`src/rtl/osc_startup_pkg.sv`:
```
package osc_startup_pkg;
  // strobes passed from control to datapath
  typedef struct packed {
    logic load;   // enable write: load count, clear prescaler
    logic halt;   // disable write: clear counter and prescaler
    logic step;   // counted slow tick
  } dpStrobe_t;
endpackage

```
`src/rtl/osc_start_dp.sv`:
```
module osc_start_dp
  import osc_startup_pkg::*;
#(
  parameter int CNT_W = 8,
  parameter int PRE_W = 3
) (
  input  logic             clk,
  input  logic             rstN,
  input  dpStrobe_t        strobe,
  input  logic [CNT_W-1:0] loadValue,
  output logic             expire
);
  localparam logic [PRE_W-1:0] PRE_LAST = {PRE_W{1'b1}};
  localparam logic [CNT_W-1:0] CNT_ONE  = {{(CNT_W-1){1'b0}}, 1'b1};

  logic [PRE_W-1:0] preCnt;
  logic [CNT_W-1:0] downCnt;
  logic             wrapTick;
  logic             lastStep;

  assign wrapTick = strobe.step && (preCnt == PRE_LAST);
  assign lastStep = (downCnt <= CNT_ONE);
  assign expire   = wrapTick && lastStep;

  always_ff @(posedge clk or negedge rstN) begin
    if (!rstN) begin
      preCnt  <= '0;
      downCnt <= '0;
    end else if (strobe.load) begin
      preCnt  <= '0;
      downCnt <= loadValue;
    end else if (strobe.halt) begin
      preCnt  <= '0;
      downCnt <= '0;
    end else if (strobe.step) begin
      preCnt <= preCnt + 1'b1;
      if (wrapTick) begin
        downCnt <= lastStep ? '0 : downCnt - CNT_ONE;
      end
    end
  end

  // an enable write restarts prescaler and loads the count
  a_r7_load_restart : assert property (@(posedge clk) disable iff (!rstN)
    strobe.load |=> (preCnt == '0 && downCnt == $past(loadValue)));

  // with no counted tick and no write, the countdown state is frozen
  a_r6_hold_idle : assert property (@(posedge clk) disable iff (!rstN)
    !(strobe.load || strobe.halt || strobe.step) |=> ($stable(preCnt) && $stable(downCnt)));

  // a disable write empties the counter
  a_r3_halt_clears : assert property (@(posedge clk) disable iff (!rstN)
    (strobe.halt && !strobe.load) |=> (downCnt == '0 && preCnt == '0));
endmodule

```
`src/rtl/osc_start_ctrl.sv`:
```
module osc_start_ctrl
  import osc_startup_pkg::*;
(
  input  logic      clk,
  input  logic      rstN,
  input  logic      cfgWr,
  input  logic      cfgEnable,
  input  logic      maskWr,
  input  logic      maskVal,
  input  logic      slowTick,
  input  logic      expire,
  output dpStrobe_t strobe,
  output logic      oscModeSel,
  output logic      stable,
  output logic      irq
);
  logic enReg;
  logic stableReg;
  logic maskReg;

  always_comb begin
    strobe.load = cfgWr && cfgEnable;
    strobe.halt = cfgWr && !cfgEnable;
    strobe.step = slowTick && enReg && !stableReg && !cfgWr;
  end

  always_ff @(posedge clk or negedge rstN) begin
    if (!rstN) begin
      enReg     <= 1'b0;
      stableReg <= 1'b0;
    end else if (cfgWr) begin
      enReg     <= cfgEnable;
      stableReg <= 1'b0;
    end else if (expire) begin
      stableReg <= 1'b1;
    end
  end

  always_ff @(posedge clk or negedge rstN) begin
    if (!rstN)       maskReg <= 1'b0;
    else if (maskWr) maskReg <= maskVal;
  end

  assign oscModeSel = enReg;
  assign stable     = stableReg;
  assign irq        = stableReg && maskReg;

  // an enable write drops stable and raises mode select
  a_r2_start_clears : assert property (@(posedge clk) disable iff (!rstN)
    (cfgWr && cfgEnable) |=> (!stable && oscModeSel));

  // a disable write drops stable and mode select
  a_r3_stop_clears : assert property (@(posedge clk) disable iff (!rstN)
    (cfgWr && !cfgEnable) |=> (!stable && !oscModeSel));

  // stable persists until a configuration write
  a_r8_stable_holds : assert property (@(posedge clk) disable iff (!rstN)
    (stable && !cfgWr) |=> stable);

  // stable can only rise while the oscillator is enabled
  a_r4_rise_enabled : assert property (@(posedge clk) disable iff (!rstN)
    $rose(stable) |-> (oscModeSel && $past(oscModeSel)));

  // an interrupt request needs the stable flag
  a_r9_irq_needs_stable : assert property (@(posedge clk) disable iff (!rstN)
    irq |-> stable);
endmodule

```
`src/rtl/osc_startup_delay.sv`:
```
module osc_startup_delay
  import osc_startup_pkg::*;
#(
  parameter int CNT_W = 8,
  parameter int PRE_W = 3
) (
  input  logic             clk,
  input  logic             rstN,
  input  logic             cfgWr,
  input  logic             cfgEnable,
  input  logic [CNT_W-1:0] cfgCount,
  input  logic             maskWr,
  input  logic             maskVal,
  input  logic             slowTick,
  output logic             oscModeSel,
  output logic             stable,
  output logic             irq
);
  dpStrobe_t dpStrobe;
  logic      expire;

  osc_start_ctrl uCtrl (
    .clk        (clk),
    .rstN       (rstN),
    .cfgWr      (cfgWr),
    .cfgEnable  (cfgEnable),
    .maskWr     (maskWr),
    .maskVal    (maskVal),
    .slowTick   (slowTick),
    .expire     (expire),
    .strobe     (dpStrobe),
    .oscModeSel (oscModeSel),
    .stable     (stable),
    .irq        (irq)
  );

  osc_start_dp #(.CNT_W(CNT_W), .PRE_W(PRE_W)) uDp (
    .clk       (clk),
    .rstN      (rstN),
    .strobe    (dpStrobe),
    .loadValue (cfgCount),
    .expire    (expire)
  );

  // nothing is reported while the oscillator is off
  a_r1_off_quiet : assert property (@(posedge clk) disable iff (!rstN)
    !oscModeSel |-> (!stable && !irq));
endmodule

```
`config.mk`:
```
export PLATFORM = sky130hd
export DESIGN_NAME = osc_startup_delay
export DESIGN_NICKNAME = d
export VERILOG_FILES = /design/src/rtl/osc_startup_pkg.sv /design/src/rtl/osc_start_dp.sv /design/src/rtl/osc_start_ctrl.sv /design/src/rtl/osc_startup_delay.sv
export SDC_FILE = /design/constraint.sdc
export NUM_CORES = 1
export LEC_CHECK = 0
export BUFFER_PORTS_ARGS = -buffer_cell sky130_fd_sc_hd__buf_2
export CAP_MARGIN = 10
export CORE_MARGIN = 2
export CORE_UTILIZATION = 30
export DETAILED_ROUTE_END_ITERATION = 8
export HOLD_SLACK_MARGIN = 0.08
export PLACE_DENSITY = 0.57
export RECOVER_POWER = 100
export SYNTH_ARGS = -nofsm -noshare
export SYNTH_HDL_FRONTEND = slang
export SYNTH_SLANG_ARGS = --single-unit
```
`constraint.sdc`:
```
create_clock -name clk -period 2.1 [get_ports clk]
set_input_delay 0.105 -clock clk [delete_from_list [all_inputs] [get_ports clk]]
set_output_delay 0.105 -clock clk [all_outputs]
set_load 0.005 [all_outputs]
```
==> qor.yml <==
drt_iter0_drc: 13
max_cap_violations: 0
portBuffers: 17
synth-compound-area-share: 0.172
fin_total_pwr_uw: 698
wirelength_routed_um: 1740
synth.ff_latch_count: 14
area_growth_syn_to_layout_pct: 27.1
critical-path-top-delay-family: "simple AND/OR/NAND/NOR gates"
pre_cts_slack_ps: 252
die_width_um: 57.1
dominantRegCellSynth: "sky130_fd_sc_hd__dfrtp_1"
insertedDiodeCount: 0
sequential_share_of_power: 0.478
antenna_violations_before_repair: 0
critPathCaptureType: "register"
ioPinCount: 18
cts_repair_resize_count: 0
synth_top_family_by_area: "simple AND/OR/NAND/NOR gates"
grt_start_max_net_pins: 18
timing_worst_setup_path_type: "reg -> reg"
cts_post_setup_buffers_inserted: 0
drt-pass1-iter-count: 4
min_delay_worst_endpoint: "uDp.downCnt[7]"
postCtsHoldBufs: 8
hold_path_depth: 3
fin_ws_ps: 215
grt_met3_use: 0.0431
max_stage_delay_cell_worst_path: "sky130_fd_sc_hd__or4b_4"
maximum_fanout_along_the_worst_path: 5
netlist_area_um2: 845
final_hold_viol_count: 0
htree_levels: 1
avgSynthCellArea_um2: 9.82
groute.layer.met2.usage: 0.189
fraction_of_layout_instances_using_a_drive_strength_above_1: 0.257
post_synth_inst_count: 86
timing.critical_path.cells: "ha_1 -> ha_1 -> and4b_1 -> nand2_1 -> or4b_4 -> o311ai_1"
final.setup_skew_ps: 4.58
hold_path.class: "in -> reg"
clk_path_buf_depth: 2
ff2ff_setup_slack_ps: 220
async_reset_ff_frac: 1.00
cp_num_buf_inv: 0
synth_fa_ha_area_frac: 0.0593
clock_latency_ps: 280
unrepaired_setup_endpoints_after_global_routing: "false"
cellInternalPower_uw: 494
clk_pin_slew_worst_paths_ps: 80
cts_buffers: 3
run_status: "finished, final reports clean"
power_dissipated_by_switching_net_loads_uw: 203
ff2ff_path_depth: 6
gpl.final_weighted_congestion: 0.845
floorplan.rows: 19
holdCritStartpoint: "cfgCount[7]"
overall_die_area_mm2: 0.00326
timing_worst_slew_pin_value_ps: 788
placeableCoreArea_mm2: 0.00271
final.period_utilization: 0.897
synth.mux.area_fraction: 0.0504
cp.required_ps: 2280
globalRoute.totalOverflow: 0
mappedNetlistNets: 105
nNetsFinal: 133
cts.sinks: 14
timing.slew.headroom: 0.475
tritoncts_clock_tree: "built"
power_frac_comb: 0.252
critical_path.max_stage_delay_ps: 500
crit-reg2reg-capture: "uDp.downCnt[6]"
p_per_area_mw_per_mm2: 650
synth-edff-count: 0
final-max-slew-violation-count: 0
finalHoldWorstSlack_ps: 123
initial_core_util: 0.312
yosys.area_share.simple: 0.267
max_ir_drop_vdd_mv: 0.486
cpMostUsedCell: "sky130_fd_sc_hd__ha_1"
routed_via_density: 5.00
grt.total_usage: 0.116
final_core_utilization: 0.396
place.detailed.hpwl_um: 1340
synthXorXnorAreaFrac: 0.0104
final_period_minus_worst_setup_slack_ps: 1880
floorplan.die.height_um: 57.1
fill_cells: 289
crit-reg2reg-launch: "uDp.preCnt[0]"
yosysWarnings: 0
met1_usage: 0.142
cp.arrival_ps: 2070
pwr-share-clk: 0.270
detail_route.drc_violations: 0
grt_pass1_wl_um: 2940
swShare: 0.291
leakagePower_uw: 0.000504
vias: 720
synth_sequential_area_ratio: 0.415
fin_tns_setup_ps: 0
maxClockFrequency_mhz: 531
route.detailed.wl_per_inst_um: 12.1
critPathLaunchType: "register"
setup-violations-final: 0
first_global_vias: 690
buffer_cell_driving_the_clock_tree_root: "sky130_fd_sc_hd__clkbuf_4"
drtAntennaViolNets: 0
netlist-cell-type-count: 34
grt-busiest-layer: "met2"
most-common-layout-cells: "14 x sky130_fd_sc_hd__buf_2, 14 x sky130_fd_sc_hd__dfrtp_1, 10 x sky130_fd_sc_hd__nor2_1"
logic make-up after synthesis:
kind of cell | count (synthesis)
buf+inv | 6
mux | 4
xor+xnor | 1
compound gates | 21
fa+ha+maj | 4
simple gates | 36
flops | 14
stage by stage:
stage	instances	cell area, um^2
after floorplan	86	845
after global placement	132	965
after detailed placement	132	965
after CTS	144	1080
after global routing	144	1070
final	144	1070
tightest hold or removal path, cell delays in order:
cell                      delay, ps
sky130_fd_sc_hd__buf_2           80
sky130_fd_sc_hd__a32oi_1         50
sky130_fd_sc_hd__o32ai_1        120
routing by layer:
metal	up-vias	share of wire
met5	-	0
met4	0	0.0069
met3	2	0.039
met2	9	0.48
met1	335	0.47
li1	374	-
power by group through the flow:
stage	sequential (uW)	combinational [uW]	clock, uW
final	333	176	189
after global routing	337	195	216
after CTS	333	179	198
after detailed placement	338	165	0
after global placement	338	165	0
after floorplan	332	119	0
sequential cells by signal, summed over array words and instances (netlist names):
name              flops
uCtrl.maskReg         1
uCtrl.stable          1
uCtrl.oscModeSel      1
uDp.downCnt           8
uDp.preCnt            3
cell type report:
type / instances / area [um^2] / share of cell area
well taps: 31 / 38.8 / 0.0361
clock buffers: 4 / 36.3 / 0.0338
multi-input cells: 66 / 468 / 0.436
repair buffers: 26 / 169 / 0.157
inverters: 3 / 11.3 / 0.0105
flip-flops and latches: 14 / 350 / 0.326
worst max path at each step:
stage             startpoint             end  slack, ps  cells after the start
2_1_floorplan  uDp.preCnt[0]  uDp.downCnt[6]        340                      6
3_3_place_gp   uDp.preCnt[0]  uDp.downCnt[6]        300                      6
3_5_place_dp   uDp.preCnt[0]  uDp.downCnt[6]        250                      6
4_1_cts        uDp.preCnt[0]  uDp.downCnt[6]        230                      6
5_1_grt        uDp.preCnt[0]  uDp.downCnt[6]         70                      6
6_report       uDp.preCnt[0]  uDp.downCnt[6]        220                      6
cells in the mapped netlist (3+ instances only):
cell / n / area [um^2]
sky130_fd_sc_hd__a21oi_1: 6 / 30.0
sky130_fd_sc_hd__nor2_1: 10 / 37.5
sky130_fd_sc_hd__nor2b_1: 3 / 18.8
sky130_fd_sc_hd__o21ai_0: 4 / 20.0
sky130_fd_sc_hd__or2_2: 3 / 18.8
sky130_fd_sc_hd__nand2_1: 4 / 15.0
sky130_fd_sc_hd__ha_1: 4 / 50.1
sky130_fd_sc_hd__inv_1: 3 / 11.3
sky130_fd_sc_hd__clkbuf_1: 3 / 11.3
sky130_fd_sc_hd__dfrtp_1: 14 / 350
sky130_fd_sc_hd__nand3_1: 3 / 15.0
No activity file was read; power rests on OpenSTA's default activity.
